File: config.mk
export PLATFORM = sky130hd
export DESIGN_NAME = glitch_vote_filter
export DESIGN_NICKNAME = d
export VERILOG_FILES = /design/src/rtl/glitch_vote_pkg.sv /design/src/rtl/gv_tap_chain.sv /design/src/rtl/gv_fill_tracker.sv /design/src/rtl/gv_vote_stage.sv /design/src/rtl/glitch_vote_filter.sv
export SDC_FILE = /design/constraint.sdc
export NUM_CORES = 1
export LEC_CHECK = 0
export BUFFER_PORTS_ARGS = -buffer_cell sky130_fd_sc_hd__clkbuf_2
export CORE_ASPECT_RATIO = 0.5
export CORE_MARGIN = 2
export CORE_UTILIZATION = 40
export CTS_BUF_LIST = sky130_fd_sc_hd__clkbuf_4
export DETAILED_ROUTE_END_ITERATION = 6
export PLACE_DENSITY = 0.61
export SLEW_MARGIN = 20
export SYNTH_ARGS = -nofsm -noshare
export SYNTH_HDL_FRONTEND = slang
export SYNTH_HIERARCHICAL = 1
export SYNTH_SLANG_ARGS = --single-unit
File: constraint.sdc
create_clock -name clk_i -period 1.4 [get_ports clk_i]
set_input_delay 0.28 -clock clk_i [delete_from_list [all_inputs] [get_ports clk_i]]
set_output_delay 0.28 -clock clk_i [all_outputs]
set_load 0.01 [all_outputs]
File: src/rtl/glitch_vote_pkg.sv
package glitch_vote_pkg;

    // two-of-three vote
    function automatic logic maj3(input logic a, input logic b, input logic c);
        return (a & b) | (a & c) | (b & c);
    endfunction

endpackage

File: src/rtl/gv_tap_chain.sv
module gv_tap_chain #(
    parameter int SPACE_W = 4,
    parameter int LEN     = 31,
    parameter int IDX_W   = 5
) (
    input  logic               clk_i,
    input  logic               rst_ni,
    input  logic               raw_i,
    input  logic [SPACE_W-1:0] spacing_i,
    output logic               tap_near_o,
    output logic               tap_mid_o,
    output logic               tap_far_o
);
    typedef struct packed {
        logic [LEN-1:0] line;
    } chain_t;

    chain_t c_d, c_q;
    logic [IDX_W-1:0] mid_idx;
    logic [IDX_W-1:0] far_idx;

    always_comb begin
        c_d = c_q;
        c_d.line[0] = raw_i;
        for (int k = 1; k < LEN; k++) begin
            c_d.line[k] = c_q.line[k-1];
        end
    end

    always_ff @(posedge clk_i or negedge rst_ni) begin
        if (!rst_ni) c_q <= '0;
        else         c_q <= c_d;
    end

    assign mid_idx    = IDX_W'(spacing_i);
    assign far_idx    = mid_idx << 1;
    assign tap_near_o = c_q.line[0];
    assign tap_mid_o  = c_q.line[mid_idx];
    assign tap_far_o  = c_q.line[far_idx];

    // a reset cycle leaves every tap at 0
    p_taps_cleared_r1: assert property (@(posedge clk_i)
        !rst_ni |=> (!tap_near_o && !tap_mid_o && !tap_far_o) || !rst_ni);

endmodule

File: src/rtl/gv_fill_tracker.sv
module gv_fill_tracker #(
    parameter int SPACE_W = 4,
    parameter int LEN     = 31,
    parameter int IDX_W   = 5
) (
    input  logic               clk_i,
    input  logic               rst_ni,
    input  logic [SPACE_W-1:0] spacing_i,
    output logic               valid_o
);
    localparam logic [IDX_W-1:0] CNT_SAT = IDX_W'(LEN);

    typedef struct packed {
        logic [SPACE_W-1:0] space;
        logic [IDX_W-1:0]   cnt;
        logic               valid;
    } fill_t;

    fill_t f_d, f_q;
    logic [IDX_W-1:0] need;
    logic             same;

    assign need = (IDX_W'(spacing_i) << 1) + IDX_W'(1);
    assign same = (spacing_i == f_q.space);

    always_comb begin
        f_d = f_q;
        f_d.space = spacing_i;
        if (!same) begin
            f_d.cnt   = IDX_W'(1);
            f_d.valid = 1'b0;
        end else begin
            f_d.valid = (f_q.cnt >= need);
            if (f_q.cnt != CNT_SAT) f_d.cnt = f_q.cnt + IDX_W'(1);
        end
    end

    always_ff @(posedge clk_i or negedge rst_ni) begin
        if (!rst_ni) f_q <= '0;
        else         f_q <= f_d;
    end

    assign valid_o = f_q.valid;

    // any spacing change is followed by a low strobe
    p_change_drops_valid_r6: assert property (@(posedge clk_i) disable iff (!rst_ni)
        (spacing_i != $past(spacing_i)) |=> !valid_o);

    // a raised strobe implies the chain is filled for the held spacing
    p_valid_filled_r5: assert property (@(posedge clk_i) disable iff (!rst_ni)
        valid_o |-> (f_q.cnt >= (IDX_W'(f_q.space) << 1) + IDX_W'(1)));

endmodule

File: src/rtl/gv_vote_stage.sv
module gv_vote_stage (
    input  logic clk_i,
    input  logic rst_ni,
    input  logic tap_near_i,
    input  logic tap_mid_i,
    input  logic tap_far_i,
    output logic filt_o
);
    import glitch_vote_pkg::maj3;

    typedef struct packed {
        logic out;
    } vote_t;

    vote_t v_d, v_q;

    always_comb begin
        v_d = v_q;
        v_d.out = maj3(tap_near_i, tap_mid_i, tap_far_i);
    end

    always_ff @(posedge clk_i or negedge rst_ni) begin
        if (!rst_ni) v_q <= '0;
        else         v_q <= v_d;
    end

    assign filt_o = v_q.out;

    // two agreeing taps decide the next output
    p_near_mid_win_r2: assert property (@(posedge clk_i) disable iff (!rst_ni)
        (tap_near_i == tap_mid_i) |=> (filt_o == $past(tap_near_i)));

    // the older pair outvotes a lone disagreeing newest tap
    p_mid_far_win_r3: assert property (@(posedge clk_i) disable iff (!rst_ni)
        (tap_mid_i == tap_far_i) |=> (filt_o == $past(tap_mid_i)));

endmodule

File: src/rtl/glitch_vote_filter.sv
module glitch_vote_filter #(
    parameter int SPACE_W = 4
) (
    input  logic               clk_i,
    input  logic               rst_ni,
    input  logic               raw_i,
    input  logic [SPACE_W-1:0] space_i,
    output logic               filt_o,
    output logic               valid_o
);
    localparam int MAX_SPACE = (1 << SPACE_W) - 1;
    localparam int LEN       = 2 * MAX_SPACE + 1;
    localparam int IDX_W     = SPACE_W + 1;

    logic [SPACE_W-1:0] eff_space;
    logic               t_near, t_mid, t_far;

    // a zero setting is read as the minimum spacing
    assign eff_space = (space_i == '0) ? SPACE_W'(1) : space_i;

    gv_tap_chain #(
        .SPACE_W (SPACE_W),
        .LEN     (LEN),
        .IDX_W   (IDX_W)
    ) chain_i (
        .clk_i      (clk_i),
        .rst_ni     (rst_ni),
        .raw_i      (raw_i),
        .spacing_i  (eff_space),
        .tap_near_o (t_near),
        .tap_mid_o  (t_mid),
        .tap_far_o  (t_far)
    );

    gv_vote_stage vote_i (
        .clk_i      (clk_i),
        .rst_ni     (rst_ni),
        .tap_near_i (t_near),
        .tap_mid_i  (t_mid),
        .tap_far_i  (t_far),
        .filt_o     (filt_o)
    );

    gv_fill_tracker #(
        .SPACE_W (SPACE_W),
        .LEN     (LEN),
        .IDX_W   (IDX_W)
    ) fill_i (
        .clk_i     (clk_i),
        .rst_ni    (rst_ni),
        .spacing_i (eff_space),
        .valid_o   (valid_o)
    );

    // outputs read as cleared at every edge that sees reset
    p_reset_clear_r1: assert property (@(posedge clk_i)
        !rst_ni |-> (!filt_o && !valid_o));

endmodule

=== Word level (Yosys, flattened, before mapping) ===
Index checks and enable logic that the tools add are counted.

* Add/subtract/negate cells: 2
* Multiply operators: 0
* Divide/modulo/power cells: 0
* Magnitude comparators: 3
* Equality and inequality tests: 3
* Shift-type cells: 0
* Mux-type cells: 7
* Bitwise operators: 5
* Reduce and logical (&&, ||, !) cells: 1

{| class="wikitable"
|+ Operators by type and width
! kind !! count
|-
| $add 5x1->5 const B || 2
|-
| $bmux 1 s4 || 2
|-
| $lt 4x6->1 const B || 1
|-
| $lt 5x6->1 const B || 1
|-
| $mux 6 || 1
|-
| $ge 5x5->1 || 1
|-
| $mux 5 || 1
|-
| $ne 5x5->1 const B || 1
|-
| $eq 4x4->1 || 1
|-
| $logic_not 4->1 || 1
|-
| $mux 4 || 1
|-
| $and 1x1->1 || 3
|-
| $mux 1 || 2
|-
| $ne 2x2->1 const B || 1
|-
| $or 1x1->1 || 2
|}

* Flip-flop bits (word level): 42
* Latch bits: 0
* Memory bits (writable): 0
* Memory bits (read-only): 0
* Input bits: 7
* Output and inout bits: 2
* Word-level logic and storage cells: 26
* Memories: 0

=== Logic depth before layout (Yosys ltp) ===
Gate-level depths: netlist (run 1).

* Word-level depth: 7
* Gate-level depth with buffers: 7
* Mapped depth without buffers: 7

=== Hierarchy ===
The synthesis (run 1) kept the hierarchy.

{| class="wikitable"
|+ By module, submodules not included
! module !! times used !! cells an instance !! area each (um^2) !! sequential area each (um^2)
|-
| gv_tap_chain || 1 || 52 || 1061.0 || 775.7
|-
| gv_fill_tracker || 1 || 43 || 506.7 || 250.2
|-
| gv_vote_stage || 1 || 2 || 36.3 || 25.0
|-
| glitch_vote_filter || 1 || 5 || 22.5 || 0.0
|}

=== Least setup slack after synthesis (run 1) ===
Ideal clock, no wire load.

* Path type: input to register
* Start point: in space_i[1]
* End point: reg vote_i.v_q, in the netlist vote_i/filt_o
* Setup time: 126 ps
* Arrival time: 1779 ps
* Required time: 1274 ps
* Path slack: -505 ps
* Cell stages on the path: 7
* Path buffers: 1
* Path through: nor3_1 > or2_1 > buf_6 > mux4_1 > o22ai_1 > nor3_1 > maj3_2

* Word-level cells in the longest chain between the ends: 7
* Elaborated cells between the ends (all ways): 11
* Those cells by class: mux (5); bitwise (5); reduce/logical (1)

{| class="wikitable"
|+ Ends and longest elaborated chain
! item !! line !! RTL
|-
| start: declaration || glitch_vote_filter.sv:7 || <nowiki>input logic [SPACE_W-1:0] space_i,</nowiki>
|-
| $logic_not 4->1 * || glitch_vote_filter.sv:19 || <nowiki>assign eff_space = (space_i == '0) ? SPACE_W'(1) : space_i;</nowiki>
|-
| $mux 4 * || glitch_vote_filter.sv:19 ||
|-
| named net eff_space[0] || glitch_vote_filter.sv:15 || <nowiki>logic [SPACE_W-1:0] eff_space;</nowiki>
|-
| $bmux 1 s4 * || gv_tap_chain.sv:39 || <nowiki>assign tap_far_o = c_q.line[far_idx];</nowiki>
|-
| $mux 1 (implied by the code) * || gv_tap_chain.sv:39 ||
|-
| named net t_far || glitch_vote_filter.sv:16 || <nowiki>logic t_near, t_mid, t_far;</nowiki>
|-
| $and 1x1->1 || glitch_vote_pkg.sv:5 || <nowiki>return (a & b) | (a & c) | (b & c);</nowiki>
|-
| $or 1x1->1 || glitch_vote_pkg.sv:5 ||
|-
| $or 1x1->1 * || glitch_vote_pkg.sv:5 ||
|-
| named net vote_i.v_d || gv_vote_stage.sv:15 || <nowiki>vote_t v_d, v_q;</nowiki>
|-
| end signal: assignment || gv_vote_stage.sv:24 || <nowiki>else v_q <= v_d;</nowiki>
|-
| end: declaration || gv_vote_stage.sv:15 ||
|}

Mark *: on every way through the listed nets, which the timed path passes. The rest lies on a longest branch. The select of a mux whose other input is x is not followed.
A chain may end at the register's enable or synchronous reset.

=== Final worst setup path (run 1) ===
* Start point: in space_i[3]
* End point: reg vote_i.v_q, in the netlist vote_i/filt_o

Same word-level chain as after synthesis.

==> results of run 1 <==
## power by group through the flow
stage	Sequential (mW)	Clock (mW)	Combinational [mW]
finish	1.30	0.798	0.274
global route	1.31	0.855	0.299
CTS	1.30	0.808	0.239
detailed placement	1.33	0	0.228
global placement	1.33	0	0.223
floorplan	1.32	0	0.126
## routing by layer
layer  GRT usage  vias up  routed length [um]  part of all wire
li1            -      423                   -                 -
met1      0.1884      459                1295              0.48
met2      0.1917       10                1281              0.47
met3     0.04637        7                  70             0.026
met4     0.07488        0                  64             0.024
met5           0        -                   0                 0
## registers in the layout, summed over array words and instances (netlist names)
| register | count |
|---|---|
| fill_i/f_q | 9 |
| vote_i/filt_o | 1 |
| chain_i/c_q | 31 |
| fill_i/valid_o | 1 |
## critical path: cells and delay by family
| kind | cells | cell delay, ns |
|---|---|---|
| simple gates | 3 | 0.39 |
| mux | 1 | 0.51 |
| compound gates | 1 | 0.17 |
| buf+inv | 2 | 0.24 |
| fa+ha+maj | 1 | 0.29 |
## how the worst min path moves through the flow
stage | startpoint | to | slack, ns
3_3_place_gp | rst_ni | chain_i/c_q[14]$_DFF_PN0_ | 0.27
4_1_cts | raw_i | chain_i/c_q[0]$_DFF_PN0_ | 0.007
5_1_grt | space_i[3] | fill_i/f_q[9]$_DFF_PN0_ | 0.20
2_1_floorplan | rst_ni | chain_i/c_q[0]$_DFF_PN0_ | -0.02
3_5_place_dp | rst_ni | chain_i/c_q[17]$_DFF_PN0_ | 0.27
6_report | space_i[3] | fill_i/f_q[9]$_DFF_PN0_ | 0.21
## logic make-up after synthesis
family / Yosys count / synth area share
muxes: 10 / 0.1369
and+or+nand+nor: 22 / 0.07847
DFF: 42 / 0.6462
xor gates and xnor gates: 7 / 0.03769
AOI/OAI and AO/OA: 5 / 0.01769
adders and majority gates: 7 / 0.05308
buffers and inverters: 9 / 0.03000
## cell usage after synthesis
cell type | n | area (sq um)
nand3_1 | 1 | 5.000
nor2b_1 | 1 | 6.260
nand2_1 | 1 | 3.750
or2_1 | 1 | 6.260
inv_1 | 4 | 15.01
nand4_2 | 1 | 12.51
maj3_2 | 1 | 11.26
ha_1 | 6 | 75.07
mux2i_1 | 2 | 20.02
and3_1 | 1 | 6.260
mux4_1 | 6 | 157.7
or2b_2 | 1 | 8.760
mux4_2 | 2 | 45.04
dfrtp_1 | 42 | 1051
nand2b_1 | 1 | 6.260
a31oi_1 | 1 | 6.260
or2b_1 | 1 | 7.510
xor2_1 | 2 | 17.52
nor3_1 | 5 | 25.02
nand4b_1 | 2 | 17.52
nor2_1 | 6 | 22.52
clkbuf_1 | 3 | 11.26
a21oi_1 | 2 | 10.01
xnor2_1 | 5 | 43.79
buf_6 | 2 | 22.52
o22ai_1 | 2 | 12.51
## final cells by class
| cell class | instances | area share |
|---|---|---|
| timing repair buffer | 31 | 0.1244 |
| multi-input combinational | 51 | 0.2998 |
| clock inverter | 2 | 0.01777 |
| tap | 54 | 0.03199 |
| clock buffer | 6 | 0.02133 |
| sequential | 42 | 0.4976 |
| inverter | 4 | 0.007109 |
## repair_timing
action	4_1_cts	5_1_grt
setup endpoints to repair	2	6
resized for setup	3	19
hold endpoints to repair	42	1
pin swaps	9	10
setup buffers	1	0
hold buffers	1	1
## through the flow
stage                     power, mW  hold slack, ns
after global routing          2.468          0.2019
after floorplan               1.445        -0.01559
after CTS                     2.351        0.007227
final                         2.377          0.2089
after global placement        1.548          0.2680
after detailed placement      1.555          0.2715
==> metrics.txt, run 1 <==
outcome complete, but fails checks; failing checks setup timing; RSZ-0062 raised after global routing true; CP cell instances buf_6 -> nor3_4 -> or2_1 -> buf_12 -> mux4_2 -> o22ai_2 -> nor3_2 -> maj3_2; layout cells sized above 1 0.4485; synthesized flop and latch total 42; WL per Instance about 14 um; final std cells w/o fill 190; Setup crit end vote_i/filt_o$_DFF_PN0_; antenna cell count 0; routability cong. approximately 0.72; Pleak 0.9335 nW; FP Rows 16; Max Buffers Root-to-Sink 2; Worst-path clk slew 0.13 ns; clk_skew 0.01419 ns; clock net sink count 42; Worst Tran Pin Value roughly 0.25 ns; first-pass GRT wire length roughly 4600 um; reg-to-reg endpoint vote_i/filt_o$_DFF_PN0_; PwrDens 1126 mW/mm^2; Setup TNS -0.3165 ns; Mapped Avg Cell Area 15.95 sq um; Arrival @ worst endpoint 1.88 ns; sequential power share 0.549; Post-Synthesis Cells around 100; worst r2r src chain_i/c_q[24]$_DFF_PN0_; Fillers 336; Starting DRT DRC Count 24; initial antenna violation count 0; io pins 9; power share of the clock group 0.336; register area share after synthesis 0.6462; max cap viols 0; post-DR vias/cell approximately 4.7; total grt overflow 0; Req. time, crit path 1.65 ns; placed wire-length estimate 1758 um; commonest cells after routing, fill and taps aside dfrtp_1 (42), buf_4 (17), nor2_1 (6), clkbuf_4 (6), clkbuf_2 (6); Hold Path Stages 2; Final Critical Period about 1.6 ns; Pint between 1.5 and 2 mW; CTS Buf Count 5; Mapped Area 0.001627 sq mm; Initial Utilization 0.4167; GRT Util Overall 0.1369; relative slew slack 0.8309; Worst Setup End Kind flip-flop; Final ANT Viol Nets 0; R2R Setup Slk -0.14 ns; dpl ws -0.6622 ns; fmax 613.0 MHz; CTS tree yes; vias in the first global route 958; Comb power frac 0.115; Worst setup SP type primary input; Setup CP Type primary input to flip-flop; Reg area around 0.0011 sq mm; fin. max-slew vios 0; syn_nets 115; post-synth cell types 26; width of the die 94.18 um; Die Area 0.004623 sq mm; residual DRC count 0; VDD IR max roughly 0.00054 V; dpl cells 179; worst-path fanout max 7; Worst path slowest cell mux4_2; largest net degree at the start of global routing 43; CTS root buf clkbuf_4; port bufs 8; fin area 0.002112 sq mm; drt total wl 2712 um; CTS H-tree lvls 2; die height 49.09 um; final setup fails 2; commonest non-fill, non-tap cell in the layout dfrtp_1; core area 0.003904 sq mm; Switching Share 0.2330; setup ws final -0.2314 ns; cells on worst reg2reg path 4; placed cell area 0.001898 sq mm; Switch Pwr 553.8 uW; crit path launch space_i[3]; Synth Warn # 6; vias 899; Area Growth Syn to Fin 29.85%; Hold Violations, Final 0; area used by multi-input combinational logic 633.1 sq um; nets@finish 148; Clk Latency, worst-skew pair 0.35 ns; critical path's largest stage delay 0.51 ns; HP Class primary input to flip-flop; Pre-antenna DRT Iters 5; fin crit share 1.165; fin util 0.5410
(Power assumes the default switching activity.)
==> inputs of run 2 (changes only) <==
- SYNTH_HIERARCHICAL: 1 -> default
==> run 2 against run 1 <==
  * The flow still finishes with violations (setup timing)
  * Count of clock-buffer cells in the layout down 1
  * Global-route usage up 0.86 points
  * Total power down 9.8%
==> metrics.txt, run 2 <==
count leader, synth dfrtp_1; critical path's largest stage delay 0.48 ns (-0.03 ns); syn_nets 127 (+10%); CP cell instances mux4_2 -> a211oi_2 -> a21oi_1 -> maj3_2; GR met2 Demand/Resource 0.2009 (+0.009279); WL per Instance 13.44 um (-5.9%); Mapped Area 0.001649 sq mm (+1.4%); GRT Util Overall 0.1455 (+0.008595); R2R Setup Slk -0.17 ns (-0.03 ns); number of flops mapped to enable cells by yosys 0 (unchanged); Worst Path Buf+Inv 0 (-2); Synth Warn # 0 (-6); antenna cell count 0 (unchanged); commonest cells in the netlist dfrtp_1 (42), mux2i_1 (10), nor2_1 (7); dpl cells 192 (+7.3%); cells on worst reg2reg path 4 (unchanged); final std cells w/o fill 203 (+6.8%); max cap viols 0 (unchanged); Synth area leader dfrtp_1; setup ws final -0.1705 ns (+0.06085 ns); PwrDens 1058 mW/mm^2 (-6.0%); hold_ws 0.2687 ns (+0.05980 ns); Worst path slowest cell mux4_2; Biggest register chain_i.c_q; Setup TNS -0.3006 ns (+0.01589 ns); drt total wl 2728 um (+0.59%); Final ANT Viol Nets 0 (unchanged); Max Buffers Root-to-Sink 2 (unchanged); Setup crit end vote_i.filt_o$_DFF_PN0_; routability cong. 0.7206 (+0.29%); area used by multi-input combinational logic 568.0 sq um (-10%); largest net degree at the start of global routing 27 (-37%); commonest cells after routing, fill and taps aside dfrtp_1 (42), buf_4 (22), mux2i_1 (10); Req. time, crit path 1.65 ns (about the same); register area share after synthesis 0.6373 (-0.008825); post-DR vias/cell 4.571 (-3.4%); met1 Use GR 0.2122 (+0.02378); Pleak 0.9477 nW (+1.5%); Async SR Flop Fraction 1.000 (unchanged); clock net sink count 42 (unchanged); Hold Violations, Final 0 (unchanged); top cells by area, synth dfrtp_1 (64%), mux2i_1 (6.1%), ha_1 (4.6%), mux4_1 (3.2%), xnor2_1 (2.1%); placed wire-length estimate 2021 um (+15%); vias 928 (+3.2%); synthesized flop and latch total 42 (unchanged); layout cells sized above 1 0.3490 (-0.09954); residual DRC count 0 (unchanged); port bufs 8 (unchanged); Die Area 0.004683 sq mm (+1.3%); final setup fails 4 (+2); Mapped Avg Cell Area 14.47 sq um (-9.3%); Worst Setup End Kind flip-flop; die height 49.40 um (+0.63%); Arrival @ worst endpoint 1.82 ns (-0.06 ns); Starting DRT DRC Count 31 (+29%); fmax 636.7 MHz (+3.9%); fin util 0.5166 (-0.02444); io pins 9 (unchanged); RSZ-0062 raised after global routing true; Post-Synthesis Cells 114 (+12%); CP Depth 4 (-4); CTS H-tree lvls 2 (unchanged); Top Registers chain_i.c_q: 31 flops, fill_i.f_q: 9 flops; CTS root buf clkbuf_4; max FFs per register 31 (unchanged); nets@finish 161 (+8.8%); vias in the first global route 1005 (+4.9%); Worst setup SP type flip-flop; Initial Utilization 0.4203 (+0.003614); Setup CP Type flip-flop to flip-flop; fin crit share 1.122 (-0.04346); crit path launch chain_i.c_q[22]$_DFF_PN0_; Worst Tran Pin Value 0.4159 ns (+0.1641 ns); worst-path fanout max 2 (-5); Area Growth Syn to Fin 22.91%; relative slew slack 0.7227 (-0.1082); Pre-antenna DRT Iters 3 (-2); worst r2r src chain_i.c_q[22]$_DFF_PN0_; Worst-path clk slew 0.13 ns (about the same); HP Class primary input to flip-flop; dpl ws -0.3281 ns (+0.3341 ns); post-synth cell types 32 (+23%); Reg area 0.001051 sq mm (unchanged); first-pass GRT wire length 4919 um (+7.7%); busiest grt layer met1; area share of the largest cell type after synthesis 0.6373 (-0.008825); clk_skew 0.01213 ns (-0.002059 ns); core area 0.003924 sq mm (+0.51%); CTS Buf Count 5 (unchanged); commonest non-fill, non-tap cell in the layout dfrtp_1; Clk Latency, worst-skew pair 0.35 ns (about the same); CP delay by family, top multiplexers; fin. max-slew vios 0 (unchanged); FP Rows 16 (unchanged); total grt overflow 0 (unchanged); Top FF cell, synth dfrtp_1; CTS tree yes; Fillers 347 (+3.3%); failing checks setup timing; Final Critical Period 1.571 ns (-0.06085 ns); met3 global-route usage 0.04637 (unchanged); reg-to-reg endpoint vote_i.filt_o$_DFF_PN0_; width of the die 94.81 um (+0.66%); outcome complete, but fails checks; VDD IR max 0.0005701 V (+5.2%); initial antenna violation count 0 (unchanged)
## run 2: cell types whose count changed in the layout (fill, tap and decap cells not counted), moves of 3 or more
cell	change
mux2i_1	+9
buf_4	+5
a21oi_1	+4
mux4_2	-4
a21o_1	+3
buf_6	-3
nor3_2	-3
## run 2: worst min-delay path by stage
stage | start | to | slack, ns | cells after the start
after floorplan | rst_ni | chain_i.c_q[0]$_DFF_PN0_ | -0.02 | 0
after global placement | rst_ni | chain_i.c_q[19]$_DFF_PN0_ | 0.23 | 1
after detailed placement | rst_ni | chain_i.c_q[19]$_DFF_PN0_ | 0.23 | 1
after CTS | raw_i | chain_i.c_q[0]$_DFF_PN0_ | 0.007 | 1
after global routing | space_i[1] | fill_i.f_q[7]$_DFF_PN0_ | 0.25 | 2
final | space_i[1] | fill_i.f_q[7]$_DFF_PN0_ | 0.27 | 2
## run 2: where the power goes
part           internal [mW]  switching [mW]  leakage, nW
combinational          0.128           0.116        0.415
sequential              1.27          0.0297        0.498
clock                  0.197           0.402       0.0354
## run 2: metrics by stage
step	instance area, sq um	power [mW]
finish	2027	2.144
global route	2027	2.264
CTS	2007	2.167
detailed placement	1929	1.566
global placement	1929	1.563
floorplan	1699	1.457
## run 2: kinds of logic after synthesis
group | Yosys count | share of synthesized area
buf+inv | 11 | 0.03489
mux | 14 | 0.1131
flops | 42 | 0.6373
compound gates | 15 | 0.07131
simple gates | 18 | 0.05388
xor+xnor | 7 | 0.03718
fa+ha+maj | 7 | 0.05235
## run 2: final cells by class
type                            count  share of cell area
Clock buffer                        5             0.01852
Clock inverter                      3            0.009259
Inverter                            4             0.01358
Multi-Input combinational cell     61              0.2802
Timing Repair Buffer               34              0.1265
Sequential cell                    42              0.5185
Tap cell                           54             0.03333
## run 2: repair_timing
item | in CTS | in global routing
hold buffers | 1 | 1
buffers inserted | 0 | 1
setup endpoints to repair | 6 | 7
endpoints found under the hold margin | 16 | 1
resized for setup | 3 | 1
gates cloned | 0 | 0
pin swaps | 2 | 1
## run 2: routing by layer
metal	share of wire	wire length, um
met1	0.52	1429
met4	0.016	43
met3	0.032	86
met5	0	0
met2	0.43	1169
==> inputs of run 3 (changes only) <==
- TNS_END_PERCENT: default -> 1
==> run 3 against run 2 <==
  * The run still ends with setup timing left
  * Non-clock buffer count did not move
  * Register-to-register slack barely moved
  * Utilization fell by 0.13 points
  * Count of clock-buffer cells in the layout rose by 1
  * Die area did not move
  * Combinational power barely moved
  * Via count rose by 2.3%
  * Sequential share of layout area rose by 0.13 points
  * Final cell count did not move
  * Global-route usage barely moved
  * Critical path type unchanged
  * Largest cell class unchanged
  * Largest power group unchanged
==> metrics.txt, run 3 (synthesized netlist as in run 2, its figures left out) <==
commonest non-fill, non-tap cell in the layout dfrtp_1; CTS root buf clkbuf_4; Setup CP Type flip-flop to flip-flop; placed wire-length estimate 2035 um (+0.66%); CTS Buf Count 5 (unchanged); relative slew slack 0.8163 (+0.09352); Pre-antenna DRT Iters 4 (+1); nets@finish 161 (unchanged); clock net sink count 42 (unchanged); Final ANT Viol Nets 0 (unchanged); final setup fails 3 (-1); CTS H-tree lvls 2 (unchanged); io pins 9 (unchanged); Initial Utilization 0.4203 (unchanged); first-pass GRT wire length 5009 um (+1.8%); dpl cells 193 (+0.52%); total grt overflow 0 (unchanged); Final Critical Period 1.578 ns (+0.007868 ns); fin. max-slew vios 0 (unchanged); WL per Instance 13.88 um (+3.3%); Worst Setup End Kind flip-flop; vias in the first global route 1003 (-0.20%); antenna cell count 0 (unchanged); GRT Util Overall 0.1451 (-0.0003848); port bufs 8 (unchanged); worst-path fanout max 2 (unchanged); drt total wl 2818 um (+3.3%); fin crit share 1.127 (+0.005620); Worst-path clk slew 0.12 ns (about the same); Clk Latency, worst-skew pair 0.34 ns (about the same); FP Rows 16 (unchanged); CTS tree yes; final std cells w/o fill 203 (unchanged); RSZ-0062 raised after global routing true; setup ws final -0.1784 ns (-0.007868 ns); layout cells sized above 1 0.3490 (unchanged); largest net degree at the start of global routing 43 (+59%); commonest cells after routing, fill and taps aside dfrtp_1 (42), buf_4 (23), mux2i_1 (10); Arrival @ worst endpoint 1.80 ns (-0.02 ns); die height 49.40 um (unchanged); residual DRC count 0 (unchanged); Top Registers chain_i.c_q: 31 flops, fill_i.f_q: 9 flops; clk_skew 0.01109 ns (-0.001037 ns); fin util 0.5153 (-0.001276); VDD IR max 0.0005450 V (-4.4%); outcome complete, but fails checks; fin area 0.002022 sq mm (-0.25%); PwrDens 1044 mW/mm^2 (-1.3%); max cap viols 0 (unchanged); Area Growth Syn to Fin 22.61%; Setup TNS -0.2861 ns (+0.01454 ns); Pleak 0.9455 nW (-0.24%); Worst setup SP type flip-flop; routability cong. 0.7473 (+3.7%); HP Class primary input to flip-flop; Hold Violations, Final 0 (unchanged); Req. time, crit path 1.62 ns (-0.03 ns); width of the die 94.81 um (unchanged); failing checks setup timing; core area 0.003924 sq mm (unchanged); Worst Tran Pin Value 0.2740 ns (-0.1419 ns); Starting DRT DRC Count 57 (+84%); fmax 633.6 MHz (-0.50%); vias 949 (+2.3%); post-DR vias/cell 4.675 (+2.3%); Max Buffers Root-to-Sink 2 (unchanged); Biggest register chain_i.c_q; placed cell area 0.001919 sq mm (-0.52%); initial antenna violation count 0 (unchanged); max FFs per register 31 (unchanged); Die Area 0.004683 sq mm (unchanged)
[run 3: metal layers]
metal	wire [um]	up-vias	global-route usage
met5	0	-	0
met4	8	0	0.04348
met1	1443	471	0.2191
li1	-	465	-
met2	1275	11	0.2009
met3	90	2	0.04328
[run 3: report_power, final]
| part | internal, mW | switching, mW |
|---|---|---|
| sequential | 1.27 | 0.0313 |
| combinational | 0.126 | 0.117 |
| clock | 0.208 | 0.358 |
| total | 1.61 | 0.506 |
[run 3: stage by stage]
stage          power, mW  hold WS, ns  setup slack (ns)
2_1_floorplan      1.457     -0.01559           -0.1404
3_3_place_gp       1.559       0.2684           -0.3558
3_5_place_dp       1.566       0.2720           -0.3518
4_1_cts            2.147      0.02914           -0.1677
5_1_grt            2.234      0.01997           -0.2118
6_report           2.112      0.04522           -0.1784
[run 3: timing repair]
item                       CTS  global route
pin swaps                    2             2
hold buffers                 1             0
hold endpoints to repair    42             0
setup endpoints to repair    7             7
resized for setup            5             2
buffers inserted             1             0
cloned                       0             0
[run 3: final cells by class]
class,count,area [sq um]
fillers,358,1902
flip-flops and latches,42,1051
multi-input cells,61,568.0
repair buffers,34,254.0
well taps,54,67.56
clock buffers,6,45.04
inverters,4,27.53
clock inverters,2,8.758
[run 3: path summary, 6_finish.rpt]
kind | start | endpoint | slack [ns] | cells past startpoint
max in group asynchronous | rst_ni | fill_i.f_q[9]$_DFF_PN0_ | 0.77 | 3
worst min register to register | chain_i.c_q[23]$_DFF_PN0_ | chain_i.c_q[24]$_DFF_PN0_ | 0.36 | 0
worst max-delay path | chain_i.c_q[6]$_DFF_PN0_ | vote_i.filt_o$_DFF_PN0_ | -0.18 | 4
worst max register to register | chain_i.c_q[6]$_DFF_PN0_ | vote_i.filt_o$_DFF_PN0_ | -0.18 | 4
worst min-delay path | raw_i | chain_i.c_q[0]$_DFF_PN0_ | 0.05 | 1
min in group asynchronous | rst_ni | chain_i.c_q[24]$_DFF_PN0_ | 0.43 | 3
[run 3: critical path: stages (launching register included)]
cell	delay, ns
dfrtp_1	0.42
mux4_2	0.46
a211oi_2	0.20
a21oi_1	0.06
maj3_2	0.31
